`src/rtl/qspi_async_bus_bridge.sv`:
```
module qspi_async_bus_bridge #(
  parameter int AW = 24
) (
  input  logic          clk,
  input  logic          rst_n,
  input  logic          qspi_sck,
  input  logic          qspi_cs_n,
  input  logic [3:0]    qspi_din,
  output logic [3:0]    qspi_dout,
  output logic          qspi_doe,
  output logic [AW-1:1] bus_addr,
  output logic [15:0]   bus_dout,
  output logic          bus_doe,
  input  logic [15:0]   bus_din,
  output logic          bus_strb_n,
  output logic          bus_hi_n,
  output logic          bus_lo_n,
  output logic          bus_rd,
  input  logic          bus_ack_n,
  input  logic          bus_err_n
);
  localparam int AN = AW / 4;
  localparam int CW = $clog2(AN > 8 ? AN : 8);

  typedef enum logic [2:0] {PH_CMD, PH_ADDR, PH_SIZE, PH_DATA, PH_OUT, PH_SKIP} ph_t;
  typedef enum logic [2:0] {B_IDLE, B_ADDR, B_STRB, B_WAIT, B_END} bst_t;

  logic [1:0] sck_s, cs_s;
  logic [3:0] din_s0, din_s1;
  logic       sck_q;

  always_ff @(posedge clk or negedge rst_n)
    if (!rst_n) begin
      sck_s <= 2'b00; cs_s <= 2'b11; sck_q <= 1'b0;
      din_s0 <= '0; din_s1 <= '0;
    end else begin
      sck_s <= {sck_s[0], qspi_sck};
      cs_s  <= {cs_s[0], qspi_cs_n};
      sck_q <= sck_s[1];
      din_s0 <= qspi_din;
      din_s1 <= din_s0;
    end

  wire       sel  = ~cs_s[1];
  wire       rise = sel & sck_s[1] & ~sck_q;
  wire [3:0] nib  = din_s1;

  ph_t          ph;
  logic [3:0]   cmd;
  logic [AW-1:0] a_sr;
  logic [31:0]  d_sr;
  logic [1:0]   f_sz;
  logic [CW-1:0] cnt;
  logic         req;
  logic [35:0]  o_sr;

  bst_t         bst;
  logic [AW-1:0] held, cadr;
  logic [31:0]  wdat, rdat;
  logic [1:0]   sz;
  logic         rd, half, busy, done, berr, ovr, rvalid;

  wire wr_cmd = (cmd == 4'h1) | (cmd == 4'h3) | (cmd == 4'h4);
  wire poll   = rise & (ph == PH_CMD) & (nib == 4'h8);

  logic [31:0] rd_al;
  always_comb
    case (sz)
      2'd0:    rd_al = {rdat[7:0], 24'h0};
      2'd1:    rd_al = {rdat[15:0], 16'h0};
      default: rd_al = rdat;
    endcase

  always_ff @(posedge clk or negedge rst_n)
    if (!rst_n) begin
      ph <= PH_CMD; cmd <= '0; a_sr <= '0; d_sr <= '0; f_sz <= '0;
      cnt <= '0; req <= 1'b0; o_sr <= '0;
    end else begin
      req <= 1'b0;
      if (!sel) ph <= PH_CMD;
      else if (rise)
        case (ph)
          PH_CMD: begin
            cmd <= nib;
            case (nib)
              4'h1, 4'h2: begin ph <= PH_ADDR; cnt <= CW'(AN - 1); end
              4'h3, 4'h4, 4'h5, 4'h6: ph <= PH_SIZE;
              4'h8: begin
                ph <= PH_OUT;
                o_sr <= {ovr, berr, done, busy, rvalid ? rd_al : 32'h0};
              end
              default: ph <= PH_SKIP;
            endcase
          end
          PH_ADDR: begin
            a_sr <= {a_sr[AW-5:0], nib};
            if (cnt == '0) ph <= PH_SIZE;
            else cnt <= cnt - 1'b1;
          end
          PH_SIZE:
            if (nib > 4'd2) ph <= PH_SKIP;
            else begin
              f_sz <= nib[1:0];
              if (wr_cmd) begin
                ph <= PH_DATA; d_sr <= '0;
                cnt <= (CW'(2) << nib[1:0]) - 1'b1;
              end else begin
                req <= 1'b1; ph <= PH_SKIP;
              end
            end
          PH_DATA: begin
            d_sr <= {d_sr[27:0], nib};
            if (cnt == '0) begin req <= 1'b1; ph <= PH_SKIP; end
            else cnt <= cnt - 1'b1;
          end
          PH_OUT: o_sr <= {o_sr[31:0], 4'h0};
          default: ;
        endcase
    end

  wire [AW-1:0] step = AW'(1) << f_sz;
  logic [AW-1:0] tgt;
  always_comb
    case (cmd)
      4'h3, 4'h5: tgt = held + step;
      4'h4, 4'h6: tgt = held - step;
      default:    tgt = a_sr;
    endcase
  wire mis = (f_sz != 2'd0) & tgt[0];

  always_ff @(posedge clk or negedge rst_n)
    if (!rst_n) begin
      bst <= B_IDLE; held <= '0; cadr <= '0; wdat <= '0; rdat <= '0;
      sz <= '0; rd <= 1'b1; half <= 1'b0; busy <= 1'b0; done <= 1'b0;
      berr <= 1'b0; ovr <= 1'b0; rvalid <= 1'b0;
    end else begin
      if (poll) ovr <= 1'b0;
      if (req) begin
        if (busy) ovr <= 1'b1;
        else begin
          held <= tgt; sz <= f_sz; rd <= ~wr_cmd; wdat <= d_sr;
          done <= 1'b0; berr <= 1'b0; rvalid <= 1'b0; rdat <= '0;
          if (mis) begin
            done <= 1'b1; berr <= 1'b1;
          end else begin
            busy <= 1'b1; cadr <= tgt; half <= 1'b0; bst <= B_ADDR;
          end
        end
      end
      case (bst)
        B_ADDR: bst <= B_STRB;
        B_STRB: bst <= B_WAIT;
        B_WAIT:
          if (!bus_err_n) begin berr <= 1'b1; bst <= B_END; end
          else if (!bus_ack_n) begin
            bst <= B_END;
            case (sz)
              2'd0: rdat <= {24'h0, cadr[0] ? bus_din[7:0] : bus_din[15:8]};
              2'd1: rdat <= {16'h0, bus_din};
              default:
                if (half) rdat[15:0] <= bus_din;
                else      rdat[31:16] <= bus_din;
            endcase
          end
        B_END:
          if (sz == 2'd2 && !half && !berr) begin
            half <= 1'b1; cadr <= cadr + AW'(2); bst <= B_ADDR;
          end else begin
            bst <= B_IDLE; busy <= 1'b0; done <= 1'b1; rvalid <= rd & ~berr;
          end
        default: ;
      endcase
    end

  wire act = (bst == B_STRB) | (bst == B_WAIT);

  assign bus_strb_n = ~act;
  assign bus_hi_n   = ~(act & ((sz != 2'd0) | ~cadr[0]));
  assign bus_lo_n   = ~(act & ((sz != 2'd0) | cadr[0]));
  assign bus_rd     = ~(busy & ~rd);
  assign bus_doe    = busy & ~rd;
  assign bus_addr   = cadr[AW-1:1];
  assign bus_dout   = (sz == 2'd0) ? {2{wdat[7:0]}} :
                      (sz == 2'd1 || half) ? wdat[15:0] : wdat[31:16];
  assign qspi_dout  = o_sr[35:32];
  assign qspi_doe   = sel & (ph == PH_OUT);
endmodule

```
`config.mk`:
```
export PLATFORM = sky130hd
export DESIGN_NAME = qspi_async_bus_bridge
export DESIGN_NICKNAME = d
export VERILOG_FILES = /design/src/rtl/qspi_async_bus_bridge.sv
export SDC_FILE = /design/constraint.sdc
export NUM_CORES = 1
export LEC_CHECK = 0
export BUFFER_PORTS_ARGS = -buffer_cell sky130_fd_sc_hd__buf_2
export CAP_MARGIN = 20
export CORE_MARGIN = 8
export CORE_UTILIZATION = 30
export CTS_BUF_LIST = sky130_fd_sc_hd__clkbuf_16
export DETAILED_ROUTE_END_ITERATION = 16
export PLACE_DENSITY = 0.54
export SLEW_MARGIN = 10
export SYNTH_ARGS = -nofsm -noshare
export SYNTH_HDL_FRONTEND = slang
export SYNTH_SLANG_ARGS = --single-unit
export TNS_END_PERCENT = 20
```
`constraint.sdc`:
```
create_clock -name clk -period 3.2 [get_ports clk]
set_clock_uncertainty 0.05 [all_clocks]
set_input_delay 0 -clock clk [delete_from_list [all_inputs] [get_ports clk]]
set_output_delay 0 -clock clk [all_outputs]
set_load 0.01 [all_outputs]
```
; Yosys cells after proc, flatten, opt, wreduce, memory -nomap -nowiden
; Cells that the tools add are included.
[word_totals]
elab_cells = 194
reg_bits = 242
[classes]
order_cmp = 1
bitwise_logic = 27
n_eq_ne = 29
addsub = 5
n_mux = 76
reduce_logical = 28
shifts = 2
[ops]
columns = cell, n
row1 = 32-bit 2-to-1 mux, 8
row2 = 32-bit one-hot mux with 2 select lines, 3
row3 = 24-bit 2-to-1 mux, 5
row4 = 36-bit one-hot mux with 2 select lines, 1
row5 = 16-bit 2-to-1 mux, 4
row6 = 24-bit one-hot mux with 2 select lines, 1
row7 = 3-bit 2-to-1 mux, 15
row8 = 36-bit 2-to-1 mux, 1
row9 = 1-bit 2-to-1 mux, 32
row10 = "24-bit by 2-bit adder with 24-bit output, second input constant", 1
row11 = 24-bit adder, 1
row12 = "4-bit by 3-bit == test with 1-bit output, second input constant", 6
row13 = 3-bit one-hot mux with 4 select lines, 2
row14 = "1-bit by 2-bit << shifter with 24-bit output, first input constant", 1
row15 = 24-bit subtractor, 1
row16 = 3-bit one-hot mux with 3 select lines, 2
row17 = "3-bit by 2-bit == test with 1-bit output, second input constant", 4
row18 = "4-bit by 2-bit == test with 1-bit output, second input constant", 3
row19 = 1-bit inverter, 12
row20 = 4-bit AND reduction, 3
row21 = 1-bit AND, 10
row22 = 2-bit nonzero test, 5
row23 = "4-bit by 1-bit == test with 1-bit output, second input constant", 2
row24 = 8-bit 2-to-1 mux, 1
row25 = other kinds (26), 44

; Depth between registers and ports, before layout
[depth]
ltp_word = 10
depth_mapped = 13
mapped_depth_nobuf = 11

; Least setup slack after synthesis
; OpenSTA, ideal clock, no wires.
[synth_path]
path_type = register -> register
from = reg cmd[3]
to = reg cadr[22]
arrival_time_ns = 3.106
setup_ns = 0.126
path_buffers = 1
path_stages_with_launch = 13
path_slack_ns = -0.082
period_less_slack_ns = 3.282
path_cell_list = dfrtp_1 nand2b_1 or2_2 clkbuf_1 inv_1 ha_1 a21o_1 a311oi_4 nor4b_1 a211o_1 a21oi_2 xnor2_1 a221o_1
[synth_between]
elab_chain_len = 9
elab_cells_between_ends = 13
[synth_lines]
columns = item, line
row1 = "start, declared", 49  ; logic [3:0] cmd;
row2 = "start signal, assigned", 84  ; cmd <= nib;
row3 = 4-bit by 3-bit == test with 1-bit output or 4-bit by 2-bit == test with 1-bit output (tied branches), 124  ; case (cmd)
row4 = 2-bit OR reduction, 124
row5 = 24-bit one-hot mux with 2 select lines (*), 124
row6 = 1-bit AND, 129  ; wire mis = (f_sz != 2'd0) & tgt[0];
row7 = 24-bit 2-to-1 mux (*), 143  ; if (mis) begin
row8 = 24-bit 2-to-1 mux (*), 139  ; if (busy) ovr <= 1'b1;
row9 = 24-bit 2-to-1 mux (*), 138  ; if (req) begin
row10 = 24-bit 2-to-1 mux, 166  ; if (sz == 2'd2 && !half && !berr) begin
row11 = 24-bit 2-to-1 mux (*), 150  ; case (bst)
row12 = "end signal, assigned", 133  ; bst <= B_IDLE; held <= '0; cadr <= '0; wdat <= '0; rdat <= '0;
row13 = "end signal, assigned", 146  ; busy <= 1'b1; cadr <= tgt; half <= 1'b0; bst <= B_ADDR;
row14 = "end signal, assigned", 167  ; half <= 1'b1; cadr <= cadr + AW'(2); bst <= B_ADDR;
row15 = "end, declared", 58  ; logic [AW-1:0] held, cadr;
; Mark *: on every way between the ends. The rest lies on a longest branch, timed or not.
; A chain may end at the register's enable or synchronous reset.

; Worst setup path after layout
; Same ends and word-level chain as after synthesis.

==> flow_metrics.py <==
metrics = {
    "placement": {
        "hpwlAfterDp_um": 26000,
        "dp_cells": 2033,
        "numPortBuffers": 74,
        "place_ws_ns": -0.113,
        "place.gp.congestion": 0.914,
    },
    "setup_path": {
        "worstPathBufferInverterCount": 1,
        "end_kind": "register",
        "required_ns": 3.60,
        "worstSetupStartpointType": "register",
        "max_stage_delay_ns": 0.40,
        "r2r_slack_ns": 0.14,
        "r2r-end": "cadr[22]$_DFF_PN0_",
        "worstPathCellList": "nand2b_1 > or2_4 > inv_1 > ha_1 > a21oi_2 > o21ai_0 > a221o_1 > a211o_1 > a21oi_2 > xnor2_1 > a221o_1",
        "crit_slowest_cell": "a221o_1",
        "crit_family": "compound AO/OA/AOI/OAI gates",
        "critical_path_class": "reg2reg",
        "timing.critical_path.arrival_ns": 3.46,
        "path_max_fanout": 7,
        "worstReg2RegStart": "cmd[3]$_DFFE_PN0P_",
        "r2r_cells": 11,
    },
    "synth": {
        "ys_warn_count": 0,
        "syn_inst": 1433,
        "ys.flop_type": "dfrtp_1",
        "syn-num-nets": 1488,
        "synth_edf_count": 0,
        "syn_area_per_cell_um2": 9.12,
        "synth_seq_cells": 242,
        "async_flop_share": 1.00,
        "synth.distinct_cells": 79,
        "synth_area_um2": 13100,
        "seq_area_frac_synth": 0.464,
    },
    "pwr": {
        "switching_share": 0.302,
        "combPwrFrac": 0.186,
        "p_clk_frac": 0.383,
        "p_seq_frac": 0.432,
        "switching_power_mw": 2.62,
        "ir_drop_mv": 0.390,
        "power_density_nw_per_um2": 562,
        "p_leak_nw": 7.05,
        "internal_power_mw": 6.06,
        "p_total_mw": 8.68,
    },
    "flow_run": {
        "drv_cap": 0,
    },
    "die": {
        "die_area_um2": 50500,
        "initial_core_util": 0.303,
        "ios": 75,
        "die_w_um": 225,
        "fp.dieH_um": 225,
        "core_area_um2": 43100,
        "num_rows": 76,
    },
    "routing": {
        "wl_per_cell_um": 18.1,
        "vias": 10900,
        "drc": 0,
        "finalWirelength_um": 38300,
        "firstDrtPassIters": 7,
        "ant_nets": 0,
        "first_iter_violations": 818,
        "drt-vias-per-instance": 5.15,
    },
    "sta": {
        "setup_viol": 0,
        "hold_slack_ns": -0.0496,
        "hold_viol": 6,
        "tightest_slew_ns": 0.889,
        "setup_slack_ns": 0.144,
        "rsz0062_at_grt": "no",
        "min_period_ns": 3.06,
        "max_freq_ghz": 0.327,
        "max-slew-margin-rel": 0.407,
        "final.period_utilization": 0.955,
        "slew_viol_final": 0,
    },
    "clock_network": {
        "htreeDepth": 1,
        "clk_latency_ns": 0.56,
        "cts_buffer_depth": 3,
        "cts_tree": "built",
        "cts.sinks": 242,
        "ctsRootBufferMaster": "clkbuf_16",
        "clk_pin_slew_ns": 0.06,
        "numCtsBuffers": 28,
    },
    "cells_and_area": {
        "fin_cells": 2120,
        "drive_gt1_frac": 0.176,
        "final_common_cell": "nand2_1",
        "final_core_util": 0.359,
        "synthToLayoutAreaGrowth_pct": 18.2,
        "fin_nets": 1567,
        "layout_common_cells": "283 x nand2_1, 238 x dfrtp_1, 117 x o21ai_0",
    },
    "outcome": {
        "status": "finished with violations",
        "violations": "negative hold slack",
    },
    "grt": {
        "antenna_found_initial": 0,
        "grt_pass1_vias": 10800,
        "grt_usage": 0.150,
        "grt_pass1_wl_um": 62100,
        "grt-ovfl-total": 0,
        "grt_max_degree": 88,
    },
    "worst_hold_path": {
        "hold_path_class": "in2async",
    },
}
cell usage after synthesis (all sizes together), types with 4 or more instances:
| library cell | number | area share |
|---|---|---|
| nand2 | 284 | 0.082 |
| dfrtp | 239 | 0.46 |
| o21ai | 122 | 0.047 |
| nor2 | 112 | 0.034 |
| a21oi | 86 | 0.034 |
| clkbuf | 67 | 0.019 |
| buf | 53 | 0.027 |
| nand3 | 50 | 0.019 |
| mux2 | 43 | 0.037 |
| mux2i | 29 | 0.022 |
| ha | 28 | 0.027 |
| a22o | 26 | 0.017 |
| a31oi | 23 | 0.011 |
| a221oi | 22 | 0.022 |
| inv | 21 | 0.0060 |
| nor3 | 20 | 0.0077 |
| and3 | 15 | 0.0072 |
| a211oi | 14 | 0.0080 |
| nand2b | 14 | 0.0067 |
| nor2b | 14 | 0.0067 |
| xnor2 | 12 | 0.0080 |
| xor2 | 11 | 0.0074 |
| a22oi | 10 | 0.0057 |
| and2 | 10 | 0.0048 |
| nand4 | 10 | 0.0048 |
| a21o | 9 | 0.0052 |
| a222oi | 9 | 0.0069 |
| o21a | 8 | 0.0047 |
| o211ai | 6 | 0.0034 |
| o22ai | 6 | 0.0029 |
| a221o | 4 | 0.0031 |
| o21bai | 4 | 0.0023 |
| or3 | 4 | 0.0023 |
sequential cells by signal, summed over array words and instances (netlist names), 2 cells and up:
register	flops
cs_s	2
f_sz	2
wdat	32
d_sr	32
a_sr	24
rdat	32
held	24
sz	2
din_s1	4
sck_s	2
cmd	4
cadr	24
bst	3
cnt	3
o_sr	36
ph	3
din_s0	4
cell families (layout without fill, tap and decap cells):
logic type      after synthesis  after routing  share of synthesized area
simple gates                550            550                      0.186
compound gates              375            375                      0.193
flops                       242            242                      0.464
buf+inv                     141            242                     0.0525
mux                          72             72                     0.0593
fa+ha+maj                    29             29                     0.0283
xor+xnor                     24             24                     0.0171
other cells                   0              1                          0
stage by stage:
step / cell area [µm²] / setup TNS, ns
2_1_floorplan: 13100 / 0
3_3_place_gp: 14100 / -0.0144
3_5_place_dp: 14100 / -0.320
4_1_cts: 15400 / 0
5_1_grt: 15400 / 0
6_report: 15400 / 0
per-layer routing:
| layer | global-route usage | vias to the layer above | part of all wire |
|---|---|---|---|
| met4 | 0.0430 | 0 | 0.022 |
| met3 | 0.0231 | 60 | 0.053 |
| met2 | 0.237 | 303 | 0.45 |
| met5 | 0 | - | 0 |
| met1 | 0.212 | 5334 | 0.47 |
| li1 | - | 5213 | - |
layout make-up:
type / count / area, µm²
diodes: 1 / 2.50
flip-flops and latches: 242 / 6060
well taps: 585 / 732
clock inverters: 24 / 256
multi-input cells: 1050 / 6400
repair buffers: 169 / 1220
inverters: 21 / 81.3
fillers: 4372 / 27600
clock buffers: 28 / 701
power groups by stage:
stage / clock, mW / combinational, mW / sequential [mW]
5_1_grt: 3.53 / 1.80 / 3.80
2_1_floorplan: 0 / 1.05 / 3.68
3_3_place_gp: 0 / 1.46 / 3.78
6_report: 3.32 / 1.61 / 3.75
3_5_place_dp: 0 / 1.49 / 3.79
4_1_cts: 3.43 / 1.60 / 3.74
timing repair:
item                                    CTS  global route
endpoints found under the setup margin    4            21
gates resized for setup                   2            10
endpoints found under the hold margin   230             0
hold buffers                             34             0
buffers inserted                          0             0
pin swaps                                 0             1
how the worst max path moves through the flow:
stage,startpoint,end,slack [ns],depth (start not counted)
floorplan,cmd[3]$_DFFE_PN0P_,cadr[22]$_DFF_PN0_,0.04,12
global placement,cmd[3]$_DFFE_PN0P_,held[22]$_DFFE_PN0P_,-0.01,12
detailed placement,cmd[3]$_DFFE_PN0P_,held[18]$_DFFE_PN0P_,-0.11,12
CTS,cmd[3]$_DFFE_PN0P_,cadr[22]$_DFF_PN0_,0.03,11
global route,cmd[3]$_DFFE_PN0P_,cadr[22]$_DFF_PN0_,0.05,11
finish,cmd[3]$_DFFE_PN0P_,cadr[22]$_DFF_PN0_,0.14,11
No activity file was read; power rests on OpenSTA's default activity.
